==> src/rtl/apbm_pkg.sv <==
package apbm_pkg;

    typedef enum logic [1:0] {
        PH_IDLE   = 2'b00,
        PH_SETUP  = 2'b01,
        PH_ACCESS = 2'b10
    } phase_e;

    typedef enum logic [1:0] {
        ST_OK      = 2'b00,
        ST_SLVERR  = 2'b01,
        ST_TIMEOUT = 2'b10
    } status_e;

endpackage

==> src/rtl/apbm_watchdog.sv <==
module apbm_watchdog #(
    parameter int TW = 16
) (
    input  logic          clk,
    input  logic          rst_n,
    input  logic [TW-1:0] limit,
    input  logic          active,
    input  logic          stall,
    output logic          expire
);

    typedef struct packed {
        logic [TW-1:0] count;
    } wd_state_t;

    localparam logic [TW-1:0] CNT_MAX = {TW{1'b1}};

    wd_state_t st_d, st_q;
    logic [TW:0] count_inc;

    always_comb begin
        st_d      = st_q;
        count_inc = {1'b0, st_q.count} + {{TW{1'b0}}, 1'b1};
        expire    = stall && (limit != '0) && (count_inc == {1'b0, limit});
        if (!active) begin
            st_d.count = '0;
        end else if (stall && (st_q.count != CNT_MAX)) begin
            st_d.count = count_inc[TW-1:0];
        end
    end

    always_ff @(posedge clk or negedge rst_n) begin
        if (!rst_n) st_q <= '0;
        else        st_q <= st_d;
    end

    AST_WD_CLEARS_OUTSIDE: assert property (@(posedge clk) disable iff (!rst_n)
        !active |=> (st_q.count == '0)) else $error("count kept outside ACCESS");

    AST_WD_NEEDS_STALL: assert property (@(posedge clk) disable iff (!rst_n)
        expire |-> (active && stall && limit != '0)) else $error("expiry without stall");

endmodule

==> src/rtl/apbm_rsp_slot.sv <==
module apbm_rsp_slot #(
    parameter int DW = 32
) (
    input  logic          clk,
    input  logic          rst_n,
    input  logic          load,
    input  logic [1:0]    load_status,
    input  logic [DW-1:0] load_rdata,
    input  logic          rsp_ready,
    output logic          rsp_valid,
    output logic [1:0]    rsp_status,
    output logic [DW-1:0] rsp_rdata,
    output logic          slot_free
);

    typedef struct packed {
        logic          valid;
        logic [1:0]    status;
        logic [DW-1:0] rdata;
    } slot_t;

    slot_t sl_d, sl_q;

    always_comb begin
        sl_d = sl_q;
        if (load) begin
            sl_d.valid  = 1'b1;
            sl_d.status = load_status;
            sl_d.rdata  = load_rdata;
        end else if (sl_q.valid && rsp_ready) begin
            sl_d.valid = 1'b0;
        end
    end

    always_ff @(posedge clk or negedge rst_n) begin
        if (!rst_n) sl_q <= '0;
        else        sl_q <= sl_d;
    end

    assign rsp_valid  = sl_q.valid;
    assign rsp_status = sl_q.status;
    assign rsp_rdata  = sl_q.rdata;
    assign slot_free  = !sl_q.valid || rsp_ready;

    AST_RSP_HELD: assert property (@(posedge clk) disable iff (!rst_n)
        (rsp_valid && !rsp_ready) |=> (rsp_valid && $stable(rsp_status) && $stable(rsp_rdata)))
        else $error("response changed under backpressure");

    AST_NO_OVERWRITE: assert property (@(posedge clk) disable iff (!rst_n)
        load |-> (!sl_q.valid || rsp_ready)) else $error("pending response overwritten");

    AST_STATUS_LEGAL: assert property (@(posedge clk) disable iff (!rst_n)
        rsp_valid |-> (rsp_status != 2'b11)) else $error("illegal status code");

endmodule

==> src/rtl/apbm_requester.sv <==
module apbm_requester #(
    parameter int AW = 32,
    parameter int DW = 32,
    parameter int PW = 3,
    parameter int TW = 16
) (
    input  logic              clk,
    input  logic              rst_n,
    input  logic [TW-1:0]     cfg_wait_limit,
    input  logic              req_valid,
    output logic              req_ready,
    input  logic [AW-1:0]     req_addr,
    input  logic              req_write,
    input  logic [DW-1:0]     req_wdata,
    input  logic [DW/8-1:0]   req_strb,
    input  logic [PW-1:0]     req_prot,
    output logic              rsp_valid,
    input  logic              rsp_ready,
    output logic [1:0]        rsp_status,
    output logic [DW-1:0]     rsp_rdata,
    output logic              psel,
    output logic              penable,
    output logic [AW-1:0]     paddr,
    output logic              pwrite,
    output logic [DW-1:0]     pwdata,
    output logic [DW/8-1:0]   pstrb,
    output logic [PW-1:0]     pprot,
    input  logic              pready,
    input  logic [DW-1:0]     prdata,
    input  logic              pslverr
);
    import apbm_pkg::*;

    localparam int SW = DW / 8;

    typedef struct packed {
        phase_e        phase;
        logic [AW-1:0] addr;
        logic          write;
        logic [DW-1:0] wdata;
        logic [SW-1:0] strb;
        logic [PW-1:0] prot;
    } ctl_t;

    ctl_t          ctl_d, ctl_q;
    logic          slot_free;
    logic          wd_expire;
    logic          in_access;
    logic          wait_cycle;
    logic          finish_ok;
    logic          finish;
    logic          take_req;
    logic [1:0]    fin_status;
    logic [DW-1:0] fin_rdata;

    assign in_access  = (ctl_q.phase == PH_ACCESS);
    assign wait_cycle = in_access && !pready;
    assign finish_ok  = in_access && pready;
    assign finish     = finish_ok || wd_expire;
    assign req_ready  = (ctl_q.phase == PH_IDLE) && slot_free;
    assign take_req   = req_valid && req_ready;

    always_comb begin
        ctl_d      = ctl_q;
        fin_status = ST_TIMEOUT;
        fin_rdata  = '0;
        if (finish_ok) begin
            fin_status = pslverr ? ST_SLVERR : ST_OK;
            if (!ctl_q.write && !pslverr) fin_rdata = prdata;
        end
        unique case (ctl_q.phase)
            PH_IDLE: begin
                if (take_req) begin
                    ctl_d.phase = PH_SETUP;
                    ctl_d.addr  = req_addr;
                    ctl_d.write = req_write;
                    ctl_d.wdata = req_write ? req_wdata : '0;
                    ctl_d.strb  = req_write ? req_strb : '0;
                    ctl_d.prot  = req_prot;
                end
            end
            PH_SETUP: begin
                ctl_d.phase = PH_ACCESS;
            end
            PH_ACCESS: begin
                if (finish) ctl_d.phase = PH_IDLE;
            end
            default: begin
                ctl_d.phase = PH_IDLE;
            end
        endcase
    end

    always_ff @(posedge clk or negedge rst_n) begin
        if (!rst_n) begin
            ctl_q       <= '0;
            ctl_q.phase <= PH_IDLE;
        end else begin
            ctl_q <= ctl_d;
        end
    end

    assign psel    = (ctl_q.phase != PH_IDLE);
    assign penable = in_access;
    assign paddr   = ctl_q.addr;
    assign pwrite  = ctl_q.write;
    assign pwdata  = ctl_q.wdata;
    assign pstrb   = ctl_q.strb;
    assign pprot   = ctl_q.prot;

    apbm_watchdog #(.TW(TW)) u_watchdog (
        .clk    (clk),
        .rst_n  (rst_n),
        .limit  (cfg_wait_limit),
        .active (in_access),
        .stall  (wait_cycle),
        .expire (wd_expire)
    );

    apbm_rsp_slot #(.DW(DW)) u_rsp_slot (
        .clk         (clk),
        .rst_n       (rst_n),
        .load        (finish),
        .load_status (fin_status),
        .load_rdata  (fin_rdata),
        .rsp_ready   (rsp_ready),
        .rsp_valid   (rsp_valid),
        .rsp_status  (rsp_status),
        .rsp_rdata   (rsp_rdata),
        .slot_free   (slot_free)
    );

    AST_SETUP_FIRST: assert property (@(posedge clk) disable iff (!rst_n)
        $rose(penable) |-> $past(psel && !penable)) else $error("ACCESS without SETUP");

    AST_SETUP_ONE_CYCLE: assert property (@(posedge clk) disable iff (!rst_n)
        (psel && !penable) |=> (psel && penable)) else $error("SETUP not followed by ACCESS");

    AST_WAIT_HOLDS: assert property (@(posedge clk) disable iff (!rst_n)
        (psel && penable && !pready && !wd_expire) |=> (psel && penable && !rsp_valid))
        else $error("transfer ended without pready");

    AST_FROZEN_CTL: assert property (@(posedge clk) disable iff (!rst_n)
        (psel && penable) |-> ($stable(paddr) && $stable(pwrite) && $stable(pwdata)
                               && $stable(pstrb) && $stable(pprot)))
        else $error("transfer attributes moved");

    AST_READ_NO_STRB: assert property (@(posedge clk) disable iff (!rst_n)
        (psel && !pwrite) |-> (pstrb == '0)) else $error("strobes on read");

    AST_ONE_OUTSTANDING: assert property (@(posedge clk) disable iff (!rst_n)
        (req_valid && req_ready) |-> !psel) else $error("request taken mid-transfer");

    AST_TIMEOUT_RELEASE: assert property (@(posedge clk) disable iff (!rst_n)
        wd_expire |=> (!psel && !penable && rsp_valid && rsp_status == 2'b10))
        else $error("timeout did not release bus");

    AST_READY_WINS: assert property (@(posedge clk) disable iff (!rst_n)
        (psel && penable && pready) |=> (rsp_valid && rsp_status != 2'b10))
        else $error("completion reported as timeout");

endmodule

==> config.mk <==
export PLATFORM = sky130hd
export DESIGN_NAME = apbm_requester
export DESIGN_NICKNAME = d
export VERILOG_FILES = /design/src/rtl/apbm_pkg.sv /design/src/rtl/apbm_watchdog.sv /design/src/rtl/apbm_rsp_slot.sv /design/src/rtl/apbm_requester.sv
export SDC_FILE = /design/constraint.sdc
export NUM_CORES = 1
export LEC_CHECK = 0
export ABC_AREA = 0
export BUFFER_PORTS_ARGS = -buffer_cell sky130_fd_sc_hd__buf_4
export CORE_ASPECT_RATIO = 1.25
export CORE_UTILIZATION = 44
export DETAILED_ROUTE_END_ITERATION = 8
export GPL_TIMING_DRIVEN = 0
export PLACE_DENSITY = 0.76
export SYNTH_ARGS = -nofsm -noshare
export SYNTH_HDL_FRONTEND = slang
export SYNTH_SLANG_ARGS = --single-unit
==> constraint.sdc <==
create_clock -name clk -period 2.61 [get_ports clk]
set_input_delay 0.522 -clock clk [delete_from_list [all_inputs] [get_ports clk]]
set_output_delay 0.522 -clock clk [all_outputs]
set_load 0.01 [all_outputs]
== Word-level counts from Yosys, hierarchy flattened ==
Index checks and enable logic that the tools add are counted.

* Add/sub/neg operators: 1
* Equality and inequality tests: 7
* Multiplexer cells: 13
* Reductions and logical operators: 21

{| class="wikitable"
|+ Operator list
! kind !! count
|-
| 32-bit 2-to-1 mux || 3
|-
| 74-bit 2-to-1 mux || 1
|-
| 16-bit 2-to-1 mux || 2
|-
| 16-bit by 1-bit adder with 17-bit output (second input constant) || 1
|-
| 17-bit by 16-bit equality test with 1-bit output || 1
|-
| 16-bit != test (second input constant) || 1
|-
| 16-bit nonzero test || 1
|-
| 1-bit logical AND || 9
|-
| 2-bit one-hot mux with 3 select lines || 1
|-
| 1-bit zero test || 4
|-
| 2-bit 2-to-1 mux || 2
|-
| 4-bit 2-to-1 mux || 1
|-
| 2-bit by 1-bit != test with 1-bit output (second input constant) || 2
|-
| 2-bit AND reduction || 2
|-
| 2-bit nonzero test || 2
|-
| 1-bit 2-to-1 mux || 3
|-
| 2-bit by 1-bit equality test with 1-bit output (second input constant) || 1
|-
| 2-bit equality test (second input constant) || 1
|-
| 2-bit zero test || 1
|-
| 1-bit logical OR || 2
|-
| 2-bit != test (second input constant) || 1
|}

* Bits in registers: 125
* Input bits: 126
* Output and inout bits: 110
* Logic and storage cells: 52

== Longest topological paths before layout ==
* Word-level depth: 7
* Mapped depth: 10
* Depth with buffers taken out: 8

== Modules after synthesis ==
Synthesis repeated with hierarchy kept, for this count alone.

* Cell total of the unflattened synthesis: 595
* Area total of the unflattened synthesis: 6,930.4 µm²

{| class="wikitable"
|+ By module, submodules not included
! module !! instances !! cells an instance !! area an instance (µm²) !! sequential area each (µm²)
|-
| apbm_requester || 1 || 356 || 4,082.7 || 1,851.8
|-
| apbm_rsp_slot || 1 || 75 || 1,451.4 || 875.8
|-
| apbm_watchdog || 1 || 164 || 1,396.3 || 400.4
|}

== Least setup slack after synthesis ==
Ideal clock, no wire load.

* Kind: register to register
* From: register u_watchdog.st_q[0] in the netlist's numbering
* To: register ctl_q[73] in the netlist's numbering
* Library setup time: 125 ps
* Data arrival time: 2,312 ps
* Required time: 2,485 ps
* Setup slack: 173 ps
* Cell stages (with the launch flop): 9
* Path buffers: 0
* Clock period less this slack: 2,437 ps
* Path through: dfrtp_1 > ha_1 > nand3_2 > xnor2_1 > a21oi_1 > or4_1 > or4b_1 > nor3_2 > nor2_1

* Cells in the longest elaborated chain, start to end: 6

{| class="wikitable"
|+ Ends and longest elaborated chain
! what !! RTL line !! text
|-
| start: declaration || apbm_watchdog.sv:18 || <nowiki>wd_state_t st_d, st_q;</nowiki>
|-
| start signal: assignment || apbm_watchdog.sv:34 || <nowiki>else st_q <= st_d;</nowiki>
|-
| 16-bit by 1-bit adder with 17-bit output || apbm_watchdog.sv:23 || <nowiki>count_inc = {1'b0, st_q.count} + {{TW{1'b0}}, 1'b1};</nowiki>
|-
| 17-bit by 16-bit equality test with 1-bit output || apbm_watchdog.sv:24 || <nowiki>expire = stall && (limit != '0) && (count_inc == {1'b0, limit});</nowiki>
|-
| 1-bit logical AND || apbm_watchdog.sv:24 ||
|-
| 1-bit logical OR || apbm_requester.sv:59 || <nowiki>assign finish = finish_ok || wd_expire;</nowiki>
|-
| 2-bit by 1-bit != test with 1-bit output (no line) || - ||
|-
| 2-bit AND reduction (no line) || - ||
|-
| end signal: assignment || apbm_requester.sv:99 || <nowiki>ctl_q <= ctl_d;</nowiki>
|-
| end: declaration || apbm_requester.sv:45 || <nowiki>ctl_t ctl_d, ctl_q;</nowiki>
|}

Every way passes these cells.
A chain may end at the register's enable or synchronous reset.

== Worst setup path in the final report ==
* From: register u_watchdog.st_q[0] in the netlist's numbering
* To: register u_rsp_slot.sl_q, in the netlist u_rsp_slot.rsp_rdata[2]

* Cells in the longest elaborated chain, start to end: 4

{| class="wikitable"
|+ Ends and longest elaborated chain
! what !! RTL line !! text
|-
| 16-bit by 1-bit adder with 17-bit output || apbm_watchdog.sv:23 ||
|-
| 17-bit by 16-bit equality test with 1-bit output || apbm_watchdog.sv:24 ||
|-
| 1-bit logical AND || apbm_watchdog.sv:24 ||
|-
| 1-bit logical OR || apbm_requester.sv:59 ||
|-
| end signal: assignment || apbm_rsp_slot.sv:37 || <nowiki>else sl_q <= sl_d;</nowiki>
|-
| end: declaration || apbm_rsp_slot.sv:22 || <nowiki>slot_t sl_d, sl_q;</nowiki>
|}

Every way passes these cells.

==> flow_summary.rst <==
.. list-table::
   :header-rows: 1

   * - Metric
     - Value
   * - Pwr dens
     - between 900 and 1000 nW/um^2
   * - Max Transition Viols Final
     - 0
   * - IO Pins
     - roughly 240
   * - Highest fanout seen on the critical path
     - 10
   * - Critical Path Start
     - u_watchdog.st_q[0]
   * - Post-CTS clock slew at the launch and capture registers of the worst setup and hold paths
     - 0.06 ns
   * - Initial cell density of the core
     - 0.4502
   * - Total number of vias
     - slightly above 5000
   * - Most frequent cells in the layout
     - buf_4 (307), nand2_1 (191), dfrtp_1 (122)
   * - Worst path max stage delay
     - 0.56 ns
   * - Placement row count
     - 47
   * - Clock Latency Late Sink
     - 0.40 ns
   * - Total standard cell area after synthesis
     - about 5900 um^2
   * - Type of element launching the critical path
     - flip-flop
   * - Mean instance size in the synthesized netlist
     - between 9 and 10 um^2
   * - Layout cells sized above 1
     - 0.4083
   * - Placed Instance Area
     - 7933 um^2
   * - Worst Tran Pin Value
     - roughly 0.59 ns
   * - Number of buffer cells added on primary ports
     - 234
   * - RSZ-0062 raised after global routing
     - yes
   * - Startpoint of the worst-slack reg-to-reg timing path
     - u_watchdog.st_q[0]
   * - Pre-Repair DR Iteration Count
     - 4
   * - Minimum period implied by the final worst setup slack
     - roughly 2.5 ns
   * - Primary flip-flop cell chosen by synthesis mapping
     - dfrtp_1
   * - H-tree levels
     - 4
   * - Fraction of synthesized cell area taken by the top area cell type
     - 0.5274
   * - Final wirelength
     - between 15 and 20 mm
   * - Part of the Yosys area used for sequential elements
     - 0.5274
   * - Synth Net Count
     - 755
   * - Final setup violation count
     - 0
   * - Synth top area cells
     - dfrtp_1 (53%), nand2_1 (12%), buf_4 (9.1%)
   * - Antenna violations before repair
     - 0
   * - Setup clock skew after layout
     - roughly 0.0076 ns
   * - Leakage
     - approximately 0.0044 uW
   * - Layout Nets
     - 1010
   * - Die Width
     - ~110 um
   * - Slowest library cell on the worst path
     - or4_1
   * - GPL Wtd Cong
     - between 0.8 and 0.9
   * - Number of DRC violations after detailed-routing iteration 0
     - about 220
   * - Die area
     - 13950 um^2
   * - Hold-fix buffers at CTS
     - 0
   * - Worst setup slack after layout
     - 0.1012 ns
   * - TritonCTS clock tree
     - built
   * - Warnings, synthesis
     - 0
   * - Setup slack at placement
     - -0.1728 ns
   * - Leading cell type in the layout, fill and taps excluded
     - buf_4
   * - Core Area
     - around 13000 um^2
   * - Total power
     - 8276 uW
   * - Worst slew margin relative to its limit
     - 0.6023
   * - Global-route wire length before repair
     - 25.19 mm
   * - Max-capacitance violation count
     - 0
   * - Area added between synthesis and finish
     - 43.46%
   * - Post-DRT Antenna Nets
     - 0
   * - Buffer depth of the longest clock path
     - 2
   * - Mapped Cells
     - 628
   * - WP buf/inv
     - 2
   * - Pin count of the biggest net entering global routing
     - 75
   * - Count of clock tree sinks
     - ~130
   * - Critical path required time
     - 2.89 ns
   * - Peak supply drop
     - ~0.00062 V
   * - Total routing resource utilization after global routing
     - 0.2313
   * - Result of the run
     - complete, no violations
   * - Total clock buffers created by CTS
     - 17
   * - Data arrival time of the critical path
     - 2.79 ns
   * - Post-synth EDFFs
     - 0
   * - Asr flop ratio synth
     - 1.000
   * - Final routed DRC violation total
     - 0
   * - Register-to-register path setup slack
     - 0.10 ns
   * - Final core utilization
     - 0.6459
   * - Number of vias per cell
     - just under 5
   * - Die Height
     - 131.8 um
   * - Final critical-path share of the clock period
     - 0.9612
   * - Remaining global-route overflow
     - 0
   * - Clock tree root driver cell
     - clkbuf_16
   * - Chain of cells forming the critical path
     - buf_4, nand3_4, nor4b_2, a21o_1, a22oi_1, or4_1, o21a_2, buf_2, a22o_1
   * - Path type of the worst min-delay path
     - in2async
   * - Via count of the first global-routing pass
     - roughly 5200
   * - Final-layout setup total negative slack
     - 0 ns
   * - Distinct cells, synth
     - 48
   * - Wire per inst
     - approximately 15 um
   * - Top delay family on crit path
     - simple AND/OR/NAND/NOR gates
   * - Number of flip-flops and latches in the synthesized netlist
     - between 100 and 150
   * - Placed wire-length estimate after detailed placement
     - around 12 mm
   * - Post-route cell area
     - 8508 um^2
   * - Final-report hold violation count
     - 0
   * - Crit Path Class
     - reg2reg
   * - Cell taking the most area after synthesis
     - dfrtp_1
   * - Maximum achievable frequency
     - roughly 400 MHz
   * - Ant. Diodes
     - 0
   * - Endpoint kind of the worst setup timing path
     - flip-flop
==> state kept, by name (all words and copies together) (netlist names) <==
register / flops
paddr: 32
u_watchdog.st_q: 16
ctl_q: 2
u_rsp_slot.rsp_valid: 1
u_rsp_slot.rsp_rdata: 32
pstrb: 4
u_rsp_slot.rsp_status: 2
pwdata: 32
pwrite: 1
pprot: 3
==> Yosys cell counts (5+ instances only) <==
cell        n
a21oi_1     9
a22o_1     32
buf_2       5
buf_4      72
clkbuf_1   22
dfrtp_1   125
nand2_1   191
nand3_1     9
nand4_1     6
nor2_1     23
nor3_1      9
o21ai_0    39
xnor2_1    16
xor2_1     16
==> repair_timing <==
item | CTS | global route
setup endpoints to repair | 33 | 33
cloned | 0 | 0
pin swaps | 0 | 1
gates resized for setup | 7 | 6
buffers inserted | 0 | 2
==> cells by family (layout without fill, tap and decap cells) <==
logic type,Yosys count,count (layout),synth area share
flops,125,125,0.5274
fa+ha+maj,1,1,0.002109
compound gates,98,98,0.1131
xor+xnor,32,32,0.04726
buf+inv,109,375,0.1184
simple gates,263,263,0.1918
==> power breakdown <==
| part | total, uW | switching [uW] | internal, uW | leakage [uW] |
|---|---|---|---|---|
| clock | 2070 | 845 | 1220 | 0.000247 |
| combinational | 3300 | 1500 | 1800 | 0.00255 |
| sequential | 2910 | 352 | 2560 | 0.00163 |
==> worst paths after layout <==
kind / to / cells after the start
min: paddr[9] / 1
min reg2reg: pprot[1] / 2
max: u_rsp_slot.rsp_rdata[2] / 9
max reg2reg: u_rsp_slot.rsp_rdata[2] / 9
min in group clk: paddr[9] / 3
max in group asynchronous: u_watchdog.st_q[10] / 2
==> worst register-to-register path, stage by stage, from the launching register on <==
cell and delay, ns:
dfrtp_2 0.41, buf_4 0.15, nand3_4 0.12, nor4b_2 0.26
a21o_1 0.11, a22oi_1 0.10, or4_1 0.56, o21a_2 0.28
buf_2 0.19, a22o_1 0.20
==> layout make-up <==
cell class	instances	area, um^2
plain buffers	104	683.2
clock buffers	19	442.9
clock inverters	11	72.57
fillers	1176	4664
inverters	4	15.01
multi-input cells	394	2146
flip-flops and latches	125	3132
well taps	171	214.0
repair buffers	237	1803
==> metal layers <==
layer / vias up / part of all wire / GRT usage
met4: 0 / 0.017 / 0.07022
met3: 18 / 0.065 / 0.06624
met2: 166 / 0.53 / 0.4089
met5: - / 0 / 0
met1: 2461 / 0.39 / 0.2697
li1: 2526 / - / -
==> per-stage QoR <==
step           hold WS, ns  std cells
4_1_cts            0.06876       1063
3_3_place_gp        0.4592       1033
2_1_floorplan       0.2264        628
3_5_place_dp        0.4631       1034
6_report           0.05561       1065
5_1_grt            0.07533       1065
No activity file was read; power rests on OpenSTA's default activity.
